<file path="config.mk">
export PLATFORM = sky130hd
export DESIGN_NAME = adc_trig_sel
export DESIGN_NICKNAME = d
export VERILOG_FILES = /design/src/rtl/adc_trig_pkg.sv /design/src/rtl/adc_trig_rst_sync.sv /design/src/rtl/adc_trig_ctl_reg.sv /design/src/rtl/adc_trig_src_mux.sv /design/src/rtl/adc_trig_edge_gen.sv /design/src/rtl/adc_trig_sel.sv
export SDC_FILE = /design/constraint.sdc
export NUM_CORES = 1
export LEC_CHECK = 0
export ABC_AREA = 1
export BUFFER_PORTS_ARGS = -buffer_cell sky130_fd_sc_hd__buf_2
export CAP_MARGIN = 20
export CORE_AREA = 5 5 42 44
export DETAILED_ROUTE_END_ITERATION = 16
export DIE_AREA = 0 0 47 49
export PLACE_DENSITY_LB_ADDON = 0.3
export SYNTH_ARGS = -nofsm -noshare
export SYNTH_HDL_FRONTEND = slang
export SYNTH_SLANG_ARGS = --single-unit
</file>
<file path="constraint.sdc">
create_clock -name clk -period 1.5 [get_ports clk]
set_input_delay 0.15 -clock clk [delete_from_list [all_inputs] [get_ports clk]]
set_output_delay 0.15 -clock clk [all_outputs]
set_load 0.1 [all_outputs]
</file>
<file path="src/rtl/adc_trig_pkg.sv">
package adc_trig_pkg;
  localparam int CTL_W   = 8;
  localparam int CME_BIT = 6;
  localparam int SRC_W   = 3;
  localparam int NUM_SRC = 1 << SRC_W;

  typedef enum logic [SRC_W-1:0] {
    SRC_FREE    = 3'd0,
    SRC_ACMP    = 3'd1,
    SRC_EXT0    = 3'd2,
    SRC_T0_CMP  = 3'd3,
    SRC_T0_OVF  = 3'd4,
    SRC_T1_CMPB = 3'd5,
    SRC_T1_OVF  = 3'd6,
    SRC_T1_CAPT = 3'd7
  } trig_src_e;

  typedef struct packed {
    logic      cme;
    trig_src_e src;
  } trig_ctl_t;
endpackage

</file>
<file path="src/rtl/adc_trig_rst_sync.sv">
module adc_trig_rst_sync #(
  parameter int STAGES = 2
) (
  input  logic clk,
  input  logic rst_n,
  output logic rst_n_sync
);
  logic [STAGES-1:0] sh_q;
  logic [STAGES-1:0] sh_d;

  always_comb sh_d = {sh_q[STAGES-2:0], 1'b1};

  always_ff @(posedge clk or negedge rst_n) begin
    if (!rst_n) sh_q <= '0;
    else        sh_q <= sh_d;
  end

  assign rst_n_sync = sh_q[STAGES-1];
endmodule

</file>
<file path="src/rtl/adc_trig_ctl_reg.sv">
module adc_trig_ctl_reg
  import adc_trig_pkg::*;
(
  input  logic             clk,
  input  logic             rst_n,
  input  logic             wr_en,
  input  logic [CTL_W-1:0] wr_data,
  output trig_ctl_t        ctl_o,
  output logic [CTL_W-1:0] rd_data,
  output logic             free_switch_o
);
  trig_ctl_t ctl_q;
  trig_ctl_t ctl_d;

  always_comb begin
    ctl_d.cme = wr_data[CME_BIT];
    ctl_d.src = trig_src_e'(wr_data[SRC_W-1:0]);
  end

  always_ff @(posedge clk or negedge rst_n) begin
    if (!rst_n)     ctl_q <= '0;
    else if (wr_en) ctl_q <= ctl_d;
  end

  always_comb begin
    rd_data                = '0;
    rd_data[CME_BIT]       = ctl_q.cme;
    rd_data[SRC_W-1:0]     = ctl_q.src;
  end

  // A write moving the selection into free-running mode
  assign free_switch_o = wr_en && (ctl_d.src == SRC_FREE) && (ctl_q.src != SRC_FREE);
  assign ctl_o         = ctl_q;
endmodule

</file>
<file path="src/rtl/adc_trig_src_mux.sv">
module adc_trig_src_mux
  import adc_trig_pkg::*;
#(
  parameter int N = NUM_SRC
) (
  input  trig_src_e    sel,
  input  logic         done,
  input  logic [N-2:0] flags,
  output logic         sel_o
);
  logic [N-1:0] cand;

  assign cand[0] = done;
  for (genvar g = 1; g < N; g++) begin : g_cand
    assign cand[g] = flags[g-1];
  end

  assign sel_o = cand[sel];
endmodule

</file>
<file path="src/rtl/adc_trig_edge_gen.sv">
module adc_trig_edge_gen (
  input  logic clk,
  input  logic rst_n,
  input  logic sel_sig,
  input  logic hold_high,
  input  logic auto_en,
  input  logic conv_en,
  input  logic conv_busy,
  output logic start_o
);
  logic hist_q, hist_d;
  logic start_q, start_d;
  logic rise;

  always_comb begin
    rise    = sel_sig && !hist_q;
    start_d = rise && auto_en && conv_en && !conv_busy;
    hist_d  = hold_high ? 1'b1 : sel_sig;
  end

  always_ff @(posedge clk or negedge rst_n) begin
    if (!rst_n) begin
      hist_q  <= 1'b0;
      start_q <= 1'b0;
    end else begin
      hist_q  <= hist_d;
      start_q <= start_d;
    end
  end

  assign start_o = start_q;
endmodule

</file>
<file path="src/rtl/adc_trig_sel.sv">
module adc_trig_sel
  import adc_trig_pkg::*;
#(
  parameter int NSRC = NUM_SRC
) (
  input  logic             clk,
  input  logic             rst_n,
  input  logic             reg_we,
  input  logic [CTL_W-1:0] reg_wdata,
  output logic [CTL_W-1:0] reg_rdata,
  input  logic             auto_en,
  input  logic             conv_en,
  input  logic             conv_busy,
  input  logic             conv_done,
  input  logic [NSRC-2:0]  evt_flags,
  output logic             cmp_mux_en,
  output logic             start_conv
);
  logic      rst_n_i;
  trig_ctl_t ctl;
  logic      free_switch;
  logic      sel_sig;

  adc_trig_rst_sync #(.STAGES(2)) i_rst_sync (
    .clk(clk), .rst_n(rst_n), .rst_n_sync(rst_n_i)
  );

  adc_trig_ctl_reg i_ctl_reg (
    .clk(clk), .rst_n(rst_n_i), .wr_en(reg_we), .wr_data(reg_wdata),
    .ctl_o(ctl), .rd_data(reg_rdata), .free_switch_o(free_switch)
  );

  adc_trig_src_mux #(.N(NSRC)) i_src_mux (
    .sel(ctl.src), .done(conv_done), .flags(evt_flags), .sel_o(sel_sig)
  );

  adc_trig_edge_gen i_edge_gen (
    .clk(clk), .rst_n(rst_n_i), .sel_sig(sel_sig), .hold_high(free_switch),
    .auto_en(auto_en), .conv_en(conv_en), .conv_busy(conv_busy),
    .start_o(start_conv)
  );

  assign cmp_mux_en = ctl.cme;
endmodule

</file>
==> run_results.csv, run 1 <==
group,metric,value,unit
routing,post_drt_wl_per_cell,8.61,um
cells_and_area,fillers,153,
logic_synthesis,syn_area,424,um^2
critical_path,path_buf_inv,1,
worst_hold_path,min_path_type,"register to asynchronous set/reset pin",
logic_synthesis,avgSynthCellArea,7.31,um^2
routing,routed_wl,861,um
placement,dp_hpwl,700,um
global_route,grt_max_degree,7,
floorplan,start_util,30.3,%
critical_path,critical_path_required,1.35,ns
critical_path,crit_path_start_kind,"register",
logic_synthesis,synth_warnings,0,
floorplan,fp.dieW,47,um
routing,ant_nets,0,
cells_and_area,final_cell_mix,"buf_2, nand2_1, inv_1, nand3_1, dfrtp_1",
logic_synthesis,synth_cells,58,
global_route,grt_pass1_wl,1240,um
run,maxCapViolations,0,
cells_and_area,utilization,40.8,%
cells_and_area,layout_commonest_cell,"buf_2",
logic_synthesis,ys_types,11,
logic_synthesis,synth_top_area_share,47.2,%
power,p_sw_share,41.8,%
critical_path,cp_slowest_stage_delay,0.44,ns
sta,finClkSkew,0.0119,ns
logic_synthesis,yosysTopAreaCell,"dfrtp_1",
cells_and_area,area_growth,34.8,%
cts,clockRootBuffer,"clkbuf_4",
routing,routed-via-count,395,
cts,clock_latency,0.26,ns
floorplan,chipHeight,49,um
floorplan,ios,32,
power,p_int,382,uW
critical_path,cp-end-kind,"output port",
cts,cts_buffers,3,
critical_path,criticalPathCategory,"register to output port",
sta,post-route-min-period,1.26,ns
cts,ctsResizeCount,0,
floorplan,dieArea,2300,um^2
power,clkPwrFrac,27.1,%
placement,place.gp.congestion,0.763,
routing,vias_per_cell,3.95,
power,power_density,1150,nW/um^2
sta,finalHoldViolCount,0,
critical_path,arrival,1.11,ns
global_route,grt_pass1_vias,302,
floorplan,row_count,14,
routing,drtPass1Iterations,2,
power,combPwrFrac,35.0,%
sta,rsz0062_at_grt,"no",
routing,drt_iter0_drc,1,
sta,fmax,0.796,GHz
critical_path,crit_path_cell_trace,"buf_2",
cts,post-cts-setup-buffers,0,
global_route,globalRouteTotalUtil,7.81,%
critical_path,crit_slowest_cell,"buf_2",
power,cellLeakagePower,0.000348,uW
sta,setup_tns,0,ns
status,status,"complete, no violations",
power,p_sw,274,uW
global_route,antenna_found_initial,0,
global_route,grt-ovfl-total,0,
cts,clk_transition_reported_paths,0.06,ns
critical_path,path_max_fanout,6,
sta,drv_slew,0,
power,pwr-share-seq,37.9,%
logic_synthesis,yosys-top-cells-area,"dfrtp_1, nand2_1, nand3_1, inv_1, buf_4",
logic_synthesis,ys_seq_elements,8,
cts,tritoncts,"built",
critical_path,path_delay_family,"buffers and inverters",
cells_and_area,drive_above_1_share,35.7,%
cts,ctsHtreeMaxLevel,1,
sta,hold_slack,0.0795,ns
placement,port_buffers,23,
sta,fin_crit_sh,83.7,%
cts,cts_buffer_depth,2,
cells_and_area,layout.nets,107,
power,ir_drop,0.000448,V
cells_and_area,antenna_cells,0,
sta,setup_viol,0,
cts,cts_sinks,8,
logic_synthesis,ys_seq_area_share,47.2,%
routing,drc,0,
floorplan,core-area,1400,um^2
power by group through the flow:
stage | clock, uW | combinational, uW | sequential, uW
after detailed placement | 0 | 229 | 253
after floorplan | 0 | 116 | 329
final | 178 | 230 | 249
after global routing | 195 | 245 | 252
after global placement | 0 | 228 | 253
after CTS | 182 | 231 | 249
worst paths after layout:
| path | startpoint | endpoint | slack, ns | depth (start not counted) |
|---|---|---|---|---|
| max | i_ctl_reg.ctl_o[0] | reg_rdata[0] | 0.24 | 1 |
| min | i_rst_sync.sh_q[1] | i_ctl_reg.ctl_o[2] | 0.08 | 0 |
| max reg2reg | i_ctl_reg.ctl_o[0] | i_edge_gen.hist_q | 0.47 | 6 |
| min reg2reg | i_rst_sync.sh_q[1] | i_ctl_reg.ctl_o[2] | 0.08 | 0 |
| max in group asynchronous | rst_n | i_rst_sync.sh_q[0] | 1.20 | 2 |
| min in group clk | reg_wdata[6] | i_ctl_reg.ctl_o[3] | 0.09 | 3 |
sequential cells by signal, indices dropped and copies added, names as in the netlist:
register	flops
i_ctl_reg.ctl_o	4
i_edge_gen.hist_q	1
i_edge_gen.start_o	1
i_rst_sync.sh_q	2
per-stage QoR:
stage	power [uW]	instances	worst slack, ns	area (um^2)
CTS	663	100	0.236	572
finish	657	100	0.244	572
global placement	481	95	0.478	536
floorplan	445	61	0.0101	438
detailed placement	482	95	0.484	536
global route	693	100	0.201	572
synthesized netlist by cell type:
| cell type | count |
|---|---|
| conb_1 | 2 |
| inv_1 | 11 |
| dfrtp_1 | 8 |
| nor2_2 | 1 |
| inv_2 | 1 |
| buf_4 | 5 |
| nor2_1 | 3 |
| nand2_1 | 15 |
| o21ai_0 | 2 |
| nand3_1 | 9 |
| a21oi_1 | 1 |
worst register-to-register path, cell delays in order, from the launching register on:
cell and delay, ns:
dfrtp_2 0.44, inv_2 0.11, nand2_1 0.06, nand3_1 0.07, nand3_1 0.07, nand2_1 0.11, nand2_1 0.06
routing by layer:
metal / wire length, um / up-vias / global-route usage, %
li1: - / 215 / -
met1: 378 / 154 / 11.7
met3: 145 / 4 / 2.58
met2: 315 / 22 / 8.14
met5: 0 / - / 0
met4: 22 / 0 / 6.91
repair_timing:
item | in CTS | in global routing
setup endpoints to repair | 0 | 0
endpoints found under the hold margin | 2 | 0
hold buffers | 1 | 0
cell families after synthesis:
logic type	count (synthesis)	share of synthesized area [%]
buffers and inverters	17	19.5
DFF	8	47.2
and+or+nand+nor	28	28.0
AOI/OAI and AO/OA	3	3.54
other	2	1.77
area by class of cell:
type                    instances  area, um^2  share of cell area [%]
repair buffers                 24         125                    21.9
well taps                      16        20.0                    3.50
clock buffers                   4        26.3                    4.60
inverters                      12        45.0                    7.88
multi-input cells              36         153                    26.7
flip-flops and latches          8         203                    35.4
Power figures use the tool's default switching activity.
==> run 2: changes to the inputs <==
==> constraint.sdc (replaced) <==
create_clock -name clk -period 1.2 [get_ports clk]
set_input_delay 0.12 -clock clk [delete_from_list [all_inputs] [get_ports clk]]
set_output_delay 0.12 -clock clk [all_outputs]
set_load 0.1 [all_outputs]
==> run 2 against run 1 <==
Net effect: non-clock buffer count unchanged; largest cell class unchanged; flip-flop and latch count unchanged; setup slack worse by 0.14 ns; critical path type unchanged; via count up 1.5%.
==> run_results.csv, run 2 (synthesized netlist as in run 1, its figures left out) <==
group,metric,value,unit
sta,rsz0062_at_grt,"no",
placement,dp_hpwl,829,um
cells_and_area,fin_area,657,um^2
critical_path,criticalPathCategory,"register to output port",
global_route,globalRouteTotalUtil,9.28,%
routing,ant_nets,0,
critical_path,crit_path_cell_trace,"buf_2",
power,power_density,1340,nW/um^2
cts,clock_latency,0.26,ns
cts,cts_buffer_depth,2,
sta,fmax,0.914,GHz
placement,place.gp.congestion,0.767,
critical_path,crit_path_start_kind,"register",
cells_and_area,area_growth,54.9,%
critical_path,reg2reg_depth,6,
floorplan,chipHeight,49,um
floorplan,core-area,1400,um^2
routing,vias_per_cell,4.01,
cts,cts_sinks,8,
worst_hold_path,min_from,"reg_wdata[6]",
cts,tritoncts,"built",
cells_and_area,final_cell_mix,"buf_2, nand2_1, inv_1, nand3_1",
critical_path,rr_startpoint,"i_ctl_reg.ctl_o[0]",
power,ir_drop,0.000692,V
placement,dpl_cell_area,618,um^2
critical_path,crit_slowest_cell,"buf_2",
critical_path,rrSetupSlack,0.12,ns
routing,post_drt_wl_per_cell,9.55,um
routing,drc,0,
critical_path,path_buf_inv,1,
global_route,grt_pass1_wl,1490,um
status,status,"complete, no violations",
floorplan,start_util,30.3,%
cells_and_area,largest_reg_flops,4,
routing,drtPass1Iterations,3,
placement,port_buffers,23,
floorplan,row_count,14,
critical_path,arrival,0.97,ns
critical_path,critical_path_required,1.08,ns
cts,ctsHtreeMaxLevel,1,
global_route,antenna_found_initial,0,
power,cellLeakagePower,0.000372,uW
sta,fin_crit_sh,91.2,%
floorplan,ios,32,
critical_path,path_delay_family,"buffers and inverters",
global_route,grt_max_degree,7,
cts,clockRootBuffer,"clkbuf_4",
global_route,grt-ovfl-total,0,
critical_path,path_max_fanout,1,
worst_hold_path,holdPathStages,3,
cells_and_area,layout.nets,107,
sta,drv_slew,0,
cells_and_area,drive_above_1_share,38.1,%
sta,hold_slack,0.0740,ns
critical_path,rr_endpoint,"i_edge_gen.hist_q",
critical_path,cp-end-kind,"output port",
worst_hold_path,hold_path_end,"i_ctl_reg.ctl_o[3]",
sta,finalHoldViolCount,0,
routing,routed-via-count,401,
sta,setup_tns,0,ns
sta,setup_viol,0,
routing,routed_wl,955,um
floorplan,dieArea,2300,um^2
cts,clk_transition_reported_paths,0.06,ns
global_route,grt_pass1_vias,377,
cells_and_area,antenna_cells,0,
cells_and_area,layout_commonest_cell,"buf_2",
worst_hold_path,min_path_type,"input port to register",
floorplan,fp.dieW,47,um
sta,post-route-min-period,1.09,ns
critical_path,cp_slowest_stage_delay,0.41,ns
sta,finClkSkew,0.00613,ns
power,total_power,883,uW
cts,cts_buffers,3,
run,maxCapViolations,0,
cells_and_area,utilization,46.9,%
routing,drt_iter0_drc,4,
-- run 2: cell counts in the layout (fill, tap and decap cells not counted) --
No cell type changed its count.
-- run 2: final cells by class --
| type | instances | area (um^2) |
|---|---|---|
| clock buffers | 4 | 26.3 |
| fillers | 142 | 744 |
| inverters | 12 | 47.5 |
| multi-input cells | 36 | 153 |
| flip-flops and latches | 8 | 210 |
| well taps | 16 | 20.0 |
| repair buffers | 24 | 200 |
-- run 2: per-layer routing --
layer	global-route usage, %	part of all wire [%]	vias up
li1	-	-	215
met1	10.5	40	159
met5	0	0	-
met2	14.0	44	24
met4	6.91	3.0	0
met3	2.58	13	3
-- run 2: worst max-delay path by stage --
stage	start	to	slack, ns	cells past startpoint
after floorplan	i_ctl_reg.ctl_o[0]	i_edge_gen.hist_q	0.004	6
after global placement	i_ctl_reg.ctl_o[0]	i_edge_gen.hist_q	0.11	6
after global routing	i_ctl_reg.ctl_o[0]	i_edge_gen.hist_q	0.02	6
final	i_edge_gen.start_o	start_conv	0.11	1
after detailed placement	i_ctl_reg.ctl_o[0]	i_edge_gen.hist_q	0.10	6
after CTS	i_ctl_reg.ctl_o[0]	i_edge_gen.hist_q	0.08	6
-- run 2: worst min-delay path: stages --
cell and delay, ns:
buf_2 0.08, nand2_1 0.04, nand2_1 0.06
-- run 2: power breakdown --
| group | switching [uW] | internal, uW | leakage (uW) |
|---|---|---|---|
| sequential | 28.6 | 298 | 0.0000918 |
| combinational | 232 | 105 | 0.000266 |
| clock | 92.6 | 127 | 0.0000150 |
| total | 354 | 530 | 0.000372 |
-- run 2: per-stage QoR --
| step | instances | worst slack, ns |
|---|---|---|
| after floorplan | 61 | 0.00388 |
| after CTS | 100 | 0.0839 |
| after global routing | 100 | 0.0187 |
| final | 100 | 0.106 |
| after detailed placement | 95 | 0.103 |
| after global placement | 95 | 0.106 |
-- run 2: what timing repair did --
action,in CTS,in global routing
buffers inserted,0,0
setup endpoints to repair,0,1
endpoints found under the hold margin,2,0
hold buffers,1,0
resized for setup,0,1
==> run 3: changes to the inputs <==
--- a/config.mk
+++ b/config.mk
@@ -12,6 +12,7 @@
 export DETAILED_ROUTE_END_ITERATION = 16
 export DIE_AREA = 0 0 47 49
 export PLACE_DENSITY_LB_ADDON = 0.3
+export SETUP_SLACK_MARGIN = 0.5
 export SYNTH_ARGS = -nofsm -noshare
 export SYNTH_HDL_FRONTEND = slang
 export SYNTH_SLANG_ARGS = --single-unit
==> run 3 against run 2 <==
Net effect: count of clock-buffer cells in the layout is the same; total power rose by 7.2%; hold slack worse by 0.0093 ns; global-route usage is 0.11 points higher; non-clock buffer count grew 3; clock power hardly changed; via count is 8.2% higher; critical path depth is the same; setup slack gained 0.0073 ns; combinational power is 17% higher; maximum frequency grew 0.68%; register-to-register slack about the same; largest power group unchanged.
==> run_results.csv, run 3 (synthesized netlist as in run 1, its figures left out) <==
group,metric,value,unit
routing,routed-via-count,434,
critical_path,rr_endpoint,"i_edge_gen.start_o",
critical_path,rrSetupSlack,0.12,ns
critical_path,path_delay_family,"flip-flops",
cts,cts_buffers,3,
critical_path,path_buf_inv,1,
cts,cts_buffer_depth,2,
critical_path,endpoint,"reg_rdata[0]",
sta,worst_slack,0.113,ns
global_route,grt_max_degree,7,
cts,ctsHtreeMaxLevel,1,
power,ir_drop,0.000725,V
cts,clock_latency,0.25,ns
critical_path,path_max_fanout,5,
global_route,grt_pass1_wl,1610,um
global_route,globalRouteTotalUtil,9.40,%
sta,post-route-min-period,1.09,ns
critical_path,reg2reg_depth,6,
sta,fmax,0.920,GHz
critical_path,criticalPathCategory,"register to output port",
floorplan,ios,32,
global_route,grt_pass1_vias,404,
cells_and_area,largest_reg_flops,4,
placement,place.gp.congestion,0.736,
cells_and_area,drive_above_1_share,58.6,%
floorplan,fp.dieW,47,um
sta,fin_crit_sh,90.6,%
cts,cts_sinks,8,
cts,clk_transition_reported_paths,0.06,ns
critical_path,cp-end-kind,"output port",
critical_path,critical_path_required,1.08,ns
critical_path,startpoint,"i_ctl_reg.ctl_o[0]",
sta,rsz0062_at_grt,"yes",
critical_path,crit_slowest_cell,"dfrtp_4",
sta,setup_viol,0,
critical_path,worstSetupPathDepth,1,
cells_and_area,layout_commonest_cell,"buf_2",
routing,routed_wl,1040,um
placement,dp_hpwl,752,um
placement,dp_slack,0.125,ns
critical_path,rr_startpoint,"i_ctl_reg.ctl_o[0]",
placement,port_buffers,23,
critical_path,crit_path_start_kind,"register",
sta,finalHoldViolCount,0,
sta,setup_tns,0,ns
sta,drv_slew,0,
critical_path,arrival,0.97,ns
power,total_power,947,uW
floorplan,row_count,14,
floorplan,chipHeight,49,um
cts,clockRootBuffer,"clkbuf_4",
critical_path,crit_path_cell_trace,"buf_12",
cts,tritoncts,"built",
global_route,antenna_found_initial,0,
routing,vias_per_cell,4.21,
sta,hold_slack,0.0647,ns
routing,post_drt_wl_per_cell,10.1,um
run,maxCapViolations,0,
routing,drt_iter0_drc,3,
cells_and_area,utilization,55.3,%
global_route,grt-ovfl-total,0,
routing,ant_nets,0,
floorplan,dieArea,2300,um^2
cells_and_area,area_growth,82.6,%
cells_and_area,fillers,135,
power,cellLeakagePower,0.000410,uW
routing,drtPass1Iterations,2,
status,status,"complete, no violations",
critical_path,cp_slowest_stage_delay,0.53,ns
cells_and_area,layout.nets,110,
cells_and_area,final_cell_mix,"buf_2, inv_1, nand2_1",
routing,drc,0,
floorplan,core-area,1400,um^2
worst_hold_path,min_path_type,"input port to register",
power,power_density,1220,nW/um^2
sta,finClkSkew,0.00592,ns
floorplan,start_util,30.3,%
cells_and_area,antenna_cells,0,
run 3: layout make-up:
class | instances | area [um^2] | share of cell area (%)
multi-input combinational | 36 | 205 | 26.5
tap | 16 | 20.0 | 2.58
inverter | 12 | 55.1 | 7.11
timing repair buffer | 27 | 249 | 32.1
sequential | 8 | 219 | 28.3
clock buffer | 4 | 26.3 | 3.39
run 3: worst min-delay path, stage by stage:
cell and delay, ns:
buf_2 0.07, nand2_1 0.04, nand2_1 0.05
run 3: power by group:
part,switching [uW],leakage (uW),internal [uW]
sequential,32.0,0.0000900,301
combinational,257,0.000305,137
clock,92.7,0.0000150,127
total,382,0.000410,565
run 3: worst min-delay path by stage:
stage                     cells after the start                 end          from
after global routing                          3  i_ctl_reg.ctl_o[3]  reg_wdata[6]
after detailed placement                      1  i_rst_sync.sh_q[1]         rst_n
after CTS                                     3  i_ctl_reg.ctl_o[3]  reg_wdata[6]
after floorplan                               0  i_rst_sync.sh_q[0]         rst_n
after global placement                        1  i_rst_sync.sh_q[0]         rst_n
final                                         3  i_ctl_reg.ctl_o[3]  reg_wdata[6]
run 3: repair_timing:
action	4_1_cts	5_1_grt
setup endpoints to repair	12	12
hold endpoints to repair	2	0
resized for setup	6	15
pin swaps	2	8
hold buffers	1	0
setup buffers	2	1
run 3: through the flow:
step / cells / cell area [um^2]
after global placement: 95 / 644
after CTS: 102 / 711
after detailed placement: 95 / 644
after floorplan: 61 / 469
final: 103 / 774
after global routing: 103 / 774
run 3: routing by layer:
| metal | wire length (um) | track usage (%) |
|---|---|---|
| met3 | 92 | 1.85 |
| met1 | 364 | 11.6 |
| met2 | 563 | 13.8 |
| met4 | 24 | 6.91 |
| met5 | 0 | 0 |
